==> config.mk <==
export PLATFORM = sky130hd
export DESIGN_NAME = keyed_cfg_bank
export DESIGN_NICKNAME = d
export VERILOG_FILES = /design/src/rtl/cfgbank_pkg.sv /design/src/rtl/cfgbank_decode.sv /design/src/rtl/cfgbank_lock.sv /design/src/rtl/cfgbank_store.sv /design/src/rtl/keyed_cfg_bank.sv
export SDC_FILE = /design/constraint.sdc
export NUM_CORES = 1
export LEC_CHECK = 0
export BUFFER_PORTS_ARGS = -buffer_cell sky130_fd_sc_hd__clkbuf_2
export CAP_MARGIN = 20
export CORE_UTILIZATION = 25
export DETAILED_ROUTE_END_ITERATION = 8
export PLACE_DENSITY_LB_ADDON = 0.12
export SLEW_MARGIN = 20
export SYNTH_ARGS = -nofsm -noshare
export SYNTH_HDL_FRONTEND = slang
export SYNTH_SLANG_ARGS = --single-unit
==> constraint.sdc <==
create_clock -name clk -period 2.7 [get_ports clk]
set_input_delay 0.27 -clock clk [delete_from_list [all_inputs] [get_ports clk]]
set_output_delay 0.27 -clock clk [all_outputs]
set_load 0.01 [all_outputs]
==> src/rtl/cfgbank_pkg.sv <==
package cfgbank_pkg;
  // Classification of a request index
  typedef enum logic [1:0] {
    REG_STATUS  = 2'd0,
    REG_KEY     = 2'd1,
    REG_BAND    = 2'd2,
    REG_INVALID = 2'd3
  } reg_kind_e;
endpackage

==> src/rtl/cfgbank_decode.sv <==
module cfgbank_decode
  import cfgbank_pkg::*;
#(
  parameter int ADDR_W   = 7,
  parameter int NUM_REGS = 64,
  parameter int KEY_IDX  = 31,
  parameter int BAND_LO  = 32,
  parameter int BAND_HI  = 47,
  parameter int IDX_W    = 4
) (
  input  logic [ADDR_W-1:0] addr,
  output reg_kind_e         kind,
  output logic [IDX_W-1:0]  band_idx
);
  always_comb begin
    if (int'(addr) >= NUM_REGS)
      kind = REG_INVALID;
    else if (int'(addr) == KEY_IDX)
      kind = REG_KEY;
    else if (int'(addr) >= BAND_LO && int'(addr) <= BAND_HI)
      kind = REG_BAND;
    else
      kind = REG_STATUS;
  end

  assign band_idx = IDX_W'(addr - ADDR_W'(BAND_LO));
endmodule

==> src/rtl/cfgbank_lock.sv <==
module cfgbank_lock #(
  parameter int                DATA_W    = 16,
  parameter logic [DATA_W-1:0] KEY_VALUE = 16'h1235
) (
  input  logic              clk,
  input  logic              rst,
  input  logic              key_we,
  input  logic [DATA_W-1:0] wdata,
  output logic              unlocked
);
  logic unlocked_q;

  always_ff @(posedge clk) begin
    if (rst)
      unlocked_q <= 1'b0;
    else if (key_we)
      unlocked_q <= (wdata == KEY_VALUE);
  end

  assign unlocked = unlocked_q;


  key_open_chk: assert property (@(posedge clk) disable iff (rst)
    (key_we && wdata == KEY_VALUE) |=> unlocked_q);


  key_close_chk: assert property (@(posedge clk) disable iff (rst)
    (key_we && wdata != KEY_VALUE) |=> !unlocked_q);


  lock_hold_chk: assert property (@(posedge clk) disable iff (rst)
    !key_we |=> $stable(unlocked_q));
endmodule

==> src/rtl/cfgbank_store.sv <==
module cfgbank_store #(
  parameter int DATA_W = 16,
  parameter int BAND_N = 16,
  parameter int IDX_W  = 4
) (
  input  logic                          clk,
  input  logic                          rst,
  input  logic                          we,
  input  logic                          unlocked,
  input  logic [IDX_W-1:0]              idx,
  input  logic [DATA_W-1:0]             wdata,
  output logic [BAND_N-1:0][DATA_W-1:0] band_q
);
  for (genvar i = 0; i < BAND_N; i++) begin : g_entry
    always_ff @(posedge clk) begin
      if (rst)
        band_q[i] <= '0;
      else if (we && unlocked && idx == IDX_W'(i))
        band_q[i] <= wdata;
    end
  end


  locked_hold_chk: assert property (@(posedge clk) disable iff (rst)
    !unlocked |=> $stable(band_q));


  open_write_chk: assert property (@(posedge clk) disable iff (rst)
    (we && unlocked) |=> (band_q[$past(idx)] == $past(wdata)));
endmodule

==> src/rtl/keyed_cfg_bank.sv <==
module keyed_cfg_bank
  import cfgbank_pkg::*;
#(
  parameter int                DATA_W     = 16,
  parameter int                ADDR_W     = 7,
  parameter int                NUM_REGS   = 64,
  parameter int                KEY_IDX    = 31,
  parameter int                BAND_LO    = 32,
  parameter int                BAND_HI    = 47,
  parameter logic [DATA_W-1:0] KEY_VALUE  = 16'h1235,
  parameter logic [7:0]        STATUS_TAG = 8'hC0
) (
  input  logic              clk,
  input  logic              rst,
  input  logic              req_valid,
  input  logic              req_write,
  input  logic [ADDR_W-1:0] req_addr,
  input  logic [DATA_W-1:0] req_wdata,
  output logic              wr_ack,
  output logic              rd_valid,
  output logic [DATA_W-1:0] rd_data,
  output logic              req_err
);
  localparam int BAND_N = BAND_HI - BAND_LO + 1;
  localparam int IDX_W  = (BAND_N > 1) ? $clog2(BAND_N) : 1;

  reg_kind_e                    kind;
  logic [IDX_W-1:0]             band_idx;
  logic                         unlocked;
  logic [BAND_N-1:0][DATA_W-1:0] band_q;
  logic [DATA_W-1:0]            rd_mux;
  logic [DATA_W-1:0]            status_val;
  logic                         key_we, band_we, in_range;

  logic              wr_ack_q, rd_valid_q, err_q;
  logic [DATA_W-1:0] rd_data_q;

  cfgbank_decode #(
    .ADDR_W(ADDR_W), .NUM_REGS(NUM_REGS), .KEY_IDX(KEY_IDX),
    .BAND_LO(BAND_LO), .BAND_HI(BAND_HI), .IDX_W(IDX_W)
  ) u_decode (
    .addr(req_addr), .kind(kind), .band_idx(band_idx)
  );

  assign in_range = (kind != REG_INVALID);
  assign key_we   = req_valid && req_write && (kind == REG_KEY);
  assign band_we  = req_valid && req_write && (kind == REG_BAND);

  cfgbank_lock #(.DATA_W(DATA_W), .KEY_VALUE(KEY_VALUE)) u_lock (
    .clk(clk), .rst(rst), .key_we(key_we), .wdata(req_wdata),
    .unlocked(unlocked)
  );

  cfgbank_store #(.DATA_W(DATA_W), .BAND_N(BAND_N), .IDX_W(IDX_W)) u_store (
    .clk(clk), .rst(rst), .we(band_we), .unlocked(unlocked),
    .idx(band_idx), .wdata(req_wdata), .band_q(band_q)
  );

  // Status word: tag in the upper byte, index in the low bits
  assign status_val = (DATA_W'(STATUS_TAG) << 8) | DATA_W'(req_addr);

  always_comb begin
    case (kind)
      REG_KEY:  rd_mux = DATA_W'(unlocked);
      REG_BAND: rd_mux = band_q[band_idx];
      default:  rd_mux = status_val;
    endcase
  end

  always_ff @(posedge clk) begin
    if (rst) begin
      wr_ack_q   <= 1'b0;
      rd_valid_q <= 1'b0;
      err_q      <= 1'b0;
      rd_data_q  <= '0;
    end else begin
      wr_ack_q   <= req_valid && req_write && in_range;
      rd_valid_q <= req_valid && !req_write && in_range;
      err_q      <= req_valid && !in_range;
      if (req_valid && !req_write && in_range)
        rd_data_q <= rd_mux;
    end
  end

  assign wr_ack   = wr_ack_q;
  assign rd_valid = rd_valid_q;
  assign rd_data  = rd_data_q;
  assign req_err  = err_q;


  ack_after_write_chk: assert property (@(posedge clk) disable iff (rst)
    (req_valid && req_write && int'(req_addr) < NUM_REGS) |=> wr_ack);


  rdv_after_read_chk: assert property (@(posedge clk) disable iff (rst)
    (req_valid && !req_write && int'(req_addr) < NUM_REGS) |=> rd_valid);


  err_after_bad_chk: assert property (@(posedge clk) disable iff (rst)
    (req_valid && int'(req_addr) >= NUM_REGS) |=> (req_err && !wr_ack && !rd_valid));


  ack_err_excl_chk: assert property (@(posedge clk) disable iff (rst)
    $countones({wr_ack, rd_valid, req_err}) <= 1);


  key_hidden_chk: assert property (@(posedge clk) disable iff (rst)
    (req_valid && !req_write && kind == REG_KEY) |=> (rd_data <= DATA_W'(1)));
endmodule

Word-level counts from Yosys, hierarchy flattened
Index checks and enable logic that the tools add are counted.

$add $sub $neg: 1. Order comparisons: 4. Eq/ne operators: 20. Mux-type cells: 6. Reduce and logical (&&, ||, !) cells: 28.

Operators with widths (count): $bmux W16 S4 (1); $eq A4 B4 Y1 const B (8); $pmux W16 S2 (1); $logic_and A1 B1 Y1 (25); $eq A16 B13 Y1 const B (1); $eq A4 B3 Y1 const B (4); $mux W16 (1); $eq A4 B2 Y1 const B (2); $eq A7 B6 Y1 const B (1); $ge A7 B6 Y1 const B (1); $ge A7 B7 Y1 const B (1); $le A7 B6 Y1 const B (1); $mux W2 (3); $lt A4 B5 Y1 const B (1); $eq A4 B1 Y1 const B (1); $logic_not A4 Y1 (1); $sub A4 B1 Y4 const B (1); $eq A2 B1 Y1 const B (1); $eq A2 B2 Y1 const B (1); $logic_not A1 Y1 (2); $ne A2 B2 Y1 const B (1).

Flip-flop bits (word level): 276. Bits of input ports: 27. Output and inout bits: 19. Word-level logic and storage cells: 80.

Logic depth before layout (Yosys ltp)
Depth in word-level cells: 9. Mapped depth: 8. Mapped depth without buffers: 4.

Hierarchy
Synthesis repeated with hierarchy kept, for this count alone.

Cell total of the unflattened synthesis: 1152. Area, all modules: 13282.7 um^2.

By module, submodules not included: cfgbank_store (instances 1, cells each 897, area each 10207.3 um^2, sequential area each 5124.9 um^2); keyed_cfg_bank (instances 1, cells each 239, area each 2916.5 um^2, sequential area each 380.4 um^2); cfgbank_lock (instances 1, cells each 8, area each 97.6 um^2, sequential area each 20.0 um^2); cfgbank_decode (instances 1, cells each 8, area each 61.3 um^2, sequential area each 0.0 um^2).

Worst setup path after synthesis
No wires, ideal clock.

Kind: in2reg. From: in req_addr[0]. To: reg rd_data_q[12], in the netlist rd_data[12]. Setup time: 0.122 ns. Arrival time: 1.938 ns. Data required time: 2.578 ns. Path slack: 0.640 ns. Stages on the path: 7. Buffers on the path: 4. Path through: buf_2 buf_4 buf_2 buf_2 mux4_2 mux2_2 a221o_1.

Cells in the longest elaborated chain, start to end: 7. Elaborated cells on any way between the ends: 16. Those cells by class: add/sub: 1; order compare: 3; eq/ne: 4; mux: 6; reduce/logical: 2.

Ends and longest elaborated chain: start, declared (line keyed_cfg_bank.sv:17) `input logic [ADDR_W-1:0] req_addr,`; $ge A7 B6 Y1 or $le A7 B6 Y1 (tied branches) (line cfgbank_decode.sv:20) `else if (int'(addr) >= BAND_LO && int'(addr) <= BAND_HI)`; $logic_and A1 B1 Y1 (line cfgbank_decode.sv:20); $mux W2 (line cfgbank_decode.sv:20); $mux W2 (line cfgbank_decode.sv:18) `else if (int'(addr) == KEY_IDX)`; $mux W2 (line cfgbank_decode.sv:16) `if (int'(addr) >= NUM_REGS)`; $eq A2 B2 Y1, or another cell as far along (line keyed_cfg_bank.sv:63) `case (kind)`; $pmux W16 S2 or $logic_and A1 B1 Y1 (tied branches) (line keyed_cfg_bank.sv:63, keyed_cfg_bank.sv:80); end signal, assigned (line keyed_cfg_bank.sv:81) `rd_data_q <= rd_mux;`; end, declared (line keyed_cfg_bank.sv:36) `logic [DATA_W-1:0] rd_data_q;`.

Parallel ways exist; a longest one is shown, timed or not. The select of a mux whose other input is x is not followed. A chain may end at the register's enable or synchronous reset.

Worst setup path after layout
From: in req_addr[6]. To: reg rd_data_q[5], in the netlist rd_data[5].

Cells in the longest elaborated chain, start to end: 7. Elaborated cells on any way between the ends: 13. Those cells by class: order compare: 3; eq/ne: 4; mux: 4; reduce/logical: 2.

Ends and longest elaborated chain (line): $ge A7 B6 Y1 or $le A7 B6 Y1 (tied branches) (cfgbank_decode.sv:20); $logic_and A1 B1 Y1 (cfgbank_decode.sv:20); $mux W2 (cfgbank_decode.sv:20); $mux W2 (cfgbank_decode.sv:18); $mux W2 * (cfgbank_decode.sv:16); $eq A2 B2 Y1, or another cell as far along (keyed_cfg_bank.sv:63); $pmux W16 S2 or $logic_and A1 B1 Y1 (tied branches) (keyed_cfg_bank.sv:63, keyed_cfg_bank.sv:80).

Mark *: on every way between the ends. The rest lies on a longest branch, timed or not.

==> impl_metrics.tcl <==
set metrics [dict create \
    synth.area.top_cells "dfxtp_1, mux2i_1, nor2_1" \
    rsz0062_at_grt "false" \
    synth_compound_area_frac 0.0487 \
    die_h_microns 225 \
    path_class "primary input to flip-flop" \
    drtIter0Drc 360 \
    ys_warn_count 0 \
    final_cell_count_no_fill 1896 \
    internal_power_mw 7.04 \
    fin_crit_ns 2.42 \
    post_dp_cell_area_sq_um 13400 \
    synth.distinct_cells 56 \
    grt_max_degree 235 \
    cts_made_buffers 35 \
    min_path_cells 2 \
    design_area_sq_um 14600 \
    die_x_microns 225 \
    wire_per_inst_microns 20.7 \
    irDropWorstVdd_mv 0.343 \
    p_switching_mw 2.20 \
    min_path_type "primary input to flip-flop" \
    finClkSkew_ns 0.0326 \
    grtUsageTotal 0.157 \
    synth_area_leader_cell "dfxtp_1" \
    grt_overflow_total 0 \
    worstPathMaxFanout 10 \
    antenna_cells 0 \
    synth.avg_cell_area_sq_um 10.5 \
    fmax_mhz 414 \
    first_pass_iters 4 \
    pre_cts_ws_ns 0.344 \
    first_global_vias 8552 \
    timing.slew.headroom 0.400 \
    rr_worst_depth 6 \
    syn_area_sq_um 12400 \
    antenna_found_initial 1 \
    ys_ff_latch 276 \
    p_leak_nw 5.61 \
    netlist_top_cells_count "dfxtp_1, mux2i_1, nor2_1, clkbuf_1, mux2_2" \
    fin_hold_ws_ns 0.117 \
    synthSimpleGateAreaFrac 0.134 \
    synth_adder_area_share 0 \
    critPathLaunchType "primary input" \
    outcome "completed" \
    dp_hpwl_microns 24900 \
    tightest_slew_ns 0.891 \
    pin_count 46 \
    switching_share 0.238 \
    via_per_inst 4.53 \
    clockRootBuffer "clkbuf_16" \
    clkTransAtPathRegs_ns 0.06 \
    initial_core_util 0.253 \
    finalSetupViolCount 0 \
    ys_seq_area_frac 0.444 \
    vias 8591 \
    cts_tree "done" \
    num_rows 81 \
    core-area_sq_um 49100 \
    slew_violations 0 \
    synth.most_common_cell "dfxtp_1" \
    yosysTopAreaCellShare 0.444 \
    reg2reg_slack_ns 0.77 \
    synth_ff_type "dfxtp_1" \
    cts_setup_buffers 0 \
    post-route-period-util 0.895 \
    end_kind "flip-flop" \
    p_comb_frac 0.050 \
    h-tree-depth 2 \
    numClockSinks 276 \
    synth_xor_area_frac 0 \
    power.total_mw 9.23 \
    power_frac_clock 0.507 \
    area_growth_syn_to_layout_pct 17.3 \
    globalplace.congestion 0.739 \
    clock_path_buffers 3 \
    hold_viol 0 \
    wl_microns 39200 \
    async_reset_ff_frac 0 \
    place_inst 1832 \
    layout-drive-gt1-share 0.218 \
    antenna_left 0 \
    syn_nets 1209 \
    synth_edf_count 0 \
    die_area_sq_um 50600 \
    synth_top_family_by_area "multiplexers" \
    drcViolationCount 0 \
    drv_cap 0 \
    synthMuxAreaShare 0.319 \
    sequentialPowerShare 0.442 \
    required_ns 3.17 \
    final_util 0.297 \
    finalWorstSetupSlack_ns 0.283 \
    portBuffers 45 \
    cp.arrival_ns 2.89 \
    syn_inst 1182 \
    nets 1235 \
    powerDensity_nw_per_um2 633 \
    setup_tns_ns 0 \
    grt_first_pass_wirelength_microns 58500 \
    clkLatencyLatePin_ns 0.54 \
]
## path summary, 6_finish.rpt
kind | start | endpoint
hold / removal | rst | u_store.band_q[68]
hold reg to reg | u_store.band_q[99] | u_store.band_q[99]
setup / recovery | req_addr[6] | rd_data[5]
setup reg to reg | u_lock.unlocked | u_store.band_q[28]
## critical path, cell delays in order
cell and delay (ns):
dlygate4sd3_1 0.53, clkbuf_2 0.18, or3b_1 0.51, or3_1 0.66, a2111oi_0 0.56, or2_1 0.18
## flip-flops by register name, summed over array words and instances (netlist names)
signal,flops
rd_data,16
u_store.band_q,256
req_err,1
u_lock.unlocked,1
wr_ack,1
rd_valid,1
## cells by family (layout without fill, tap and decap cells)
group | after synthesis | count (layout)
simple gates | 355 | 355
mux | 343 | 343
flops | 276 | 276
buf+inv | 122 | 172
compound gates | 86 | 86
## power groups by stage
stage / Combinational (mW) / Sequential [mW] / Clock [mW]
floorplan: 0.303 / 4.18 / 0
global placement: 0.470 / 4.17 / 0
detailed placement: 0.467 / 4.18 / 0
CTS: 0.470 / 4.09 / 4.83
global route: 0.500 / 4.08 / 4.99
finish: 0.466 / 4.09 / 4.68
## layout make-up
type,instances,area [sq um]
multi-input cells,784,6250
fillers,5176,34500
inverters,2,7.51
repair buffers,109,817
clock inverters,8,85.1
well taps,664,831
clock buffers,53,1060
flip-flops and latches,276,5530
## cells in the final DEF, fill, tap and decap left out, drive strengths merged, types with 4 or more instances in the layout
master,netlist,layout
dfxtp,276,276
mux2i,257,257
nor2,248,248
clkbuf,51,97
buf,69,63
mux2,48,48
nand2,47,47
mux4,38,38
a21oi,23,23
o22ai,22,22
nor4,11,11
a2111oi,8,8
nand2b,7,7
nand4,6,6
nor2b,6,6
o21ai,6,6
or3b,5,5
a211oi,4,4
a21o,4,4
nor3,4,4
clkinv,0,4
or2,4,4
## routing by layer
layer | part of all wire | GRT usage | wire [microns] | up-vias
met5 | 0 | 0 | 0 | -
met4 | 0.016 | 0.0439 | 625 | 0
met3 | 0.025 | 0.0207 | 969 | 35
met2 | 0.47 | 0.252 | 18300 | 114
met1 | 0.49 | 0.218 | 19300 | 4239
li1 | - | - | - | 4203
## what timing repair did
action,4_1_cts,5_1_grt
gates resized for setup,0,0
endpoints found under the hold margin,2,0
hold buffers,2,0
No activity file was read; power rests on OpenSTA's default activity.
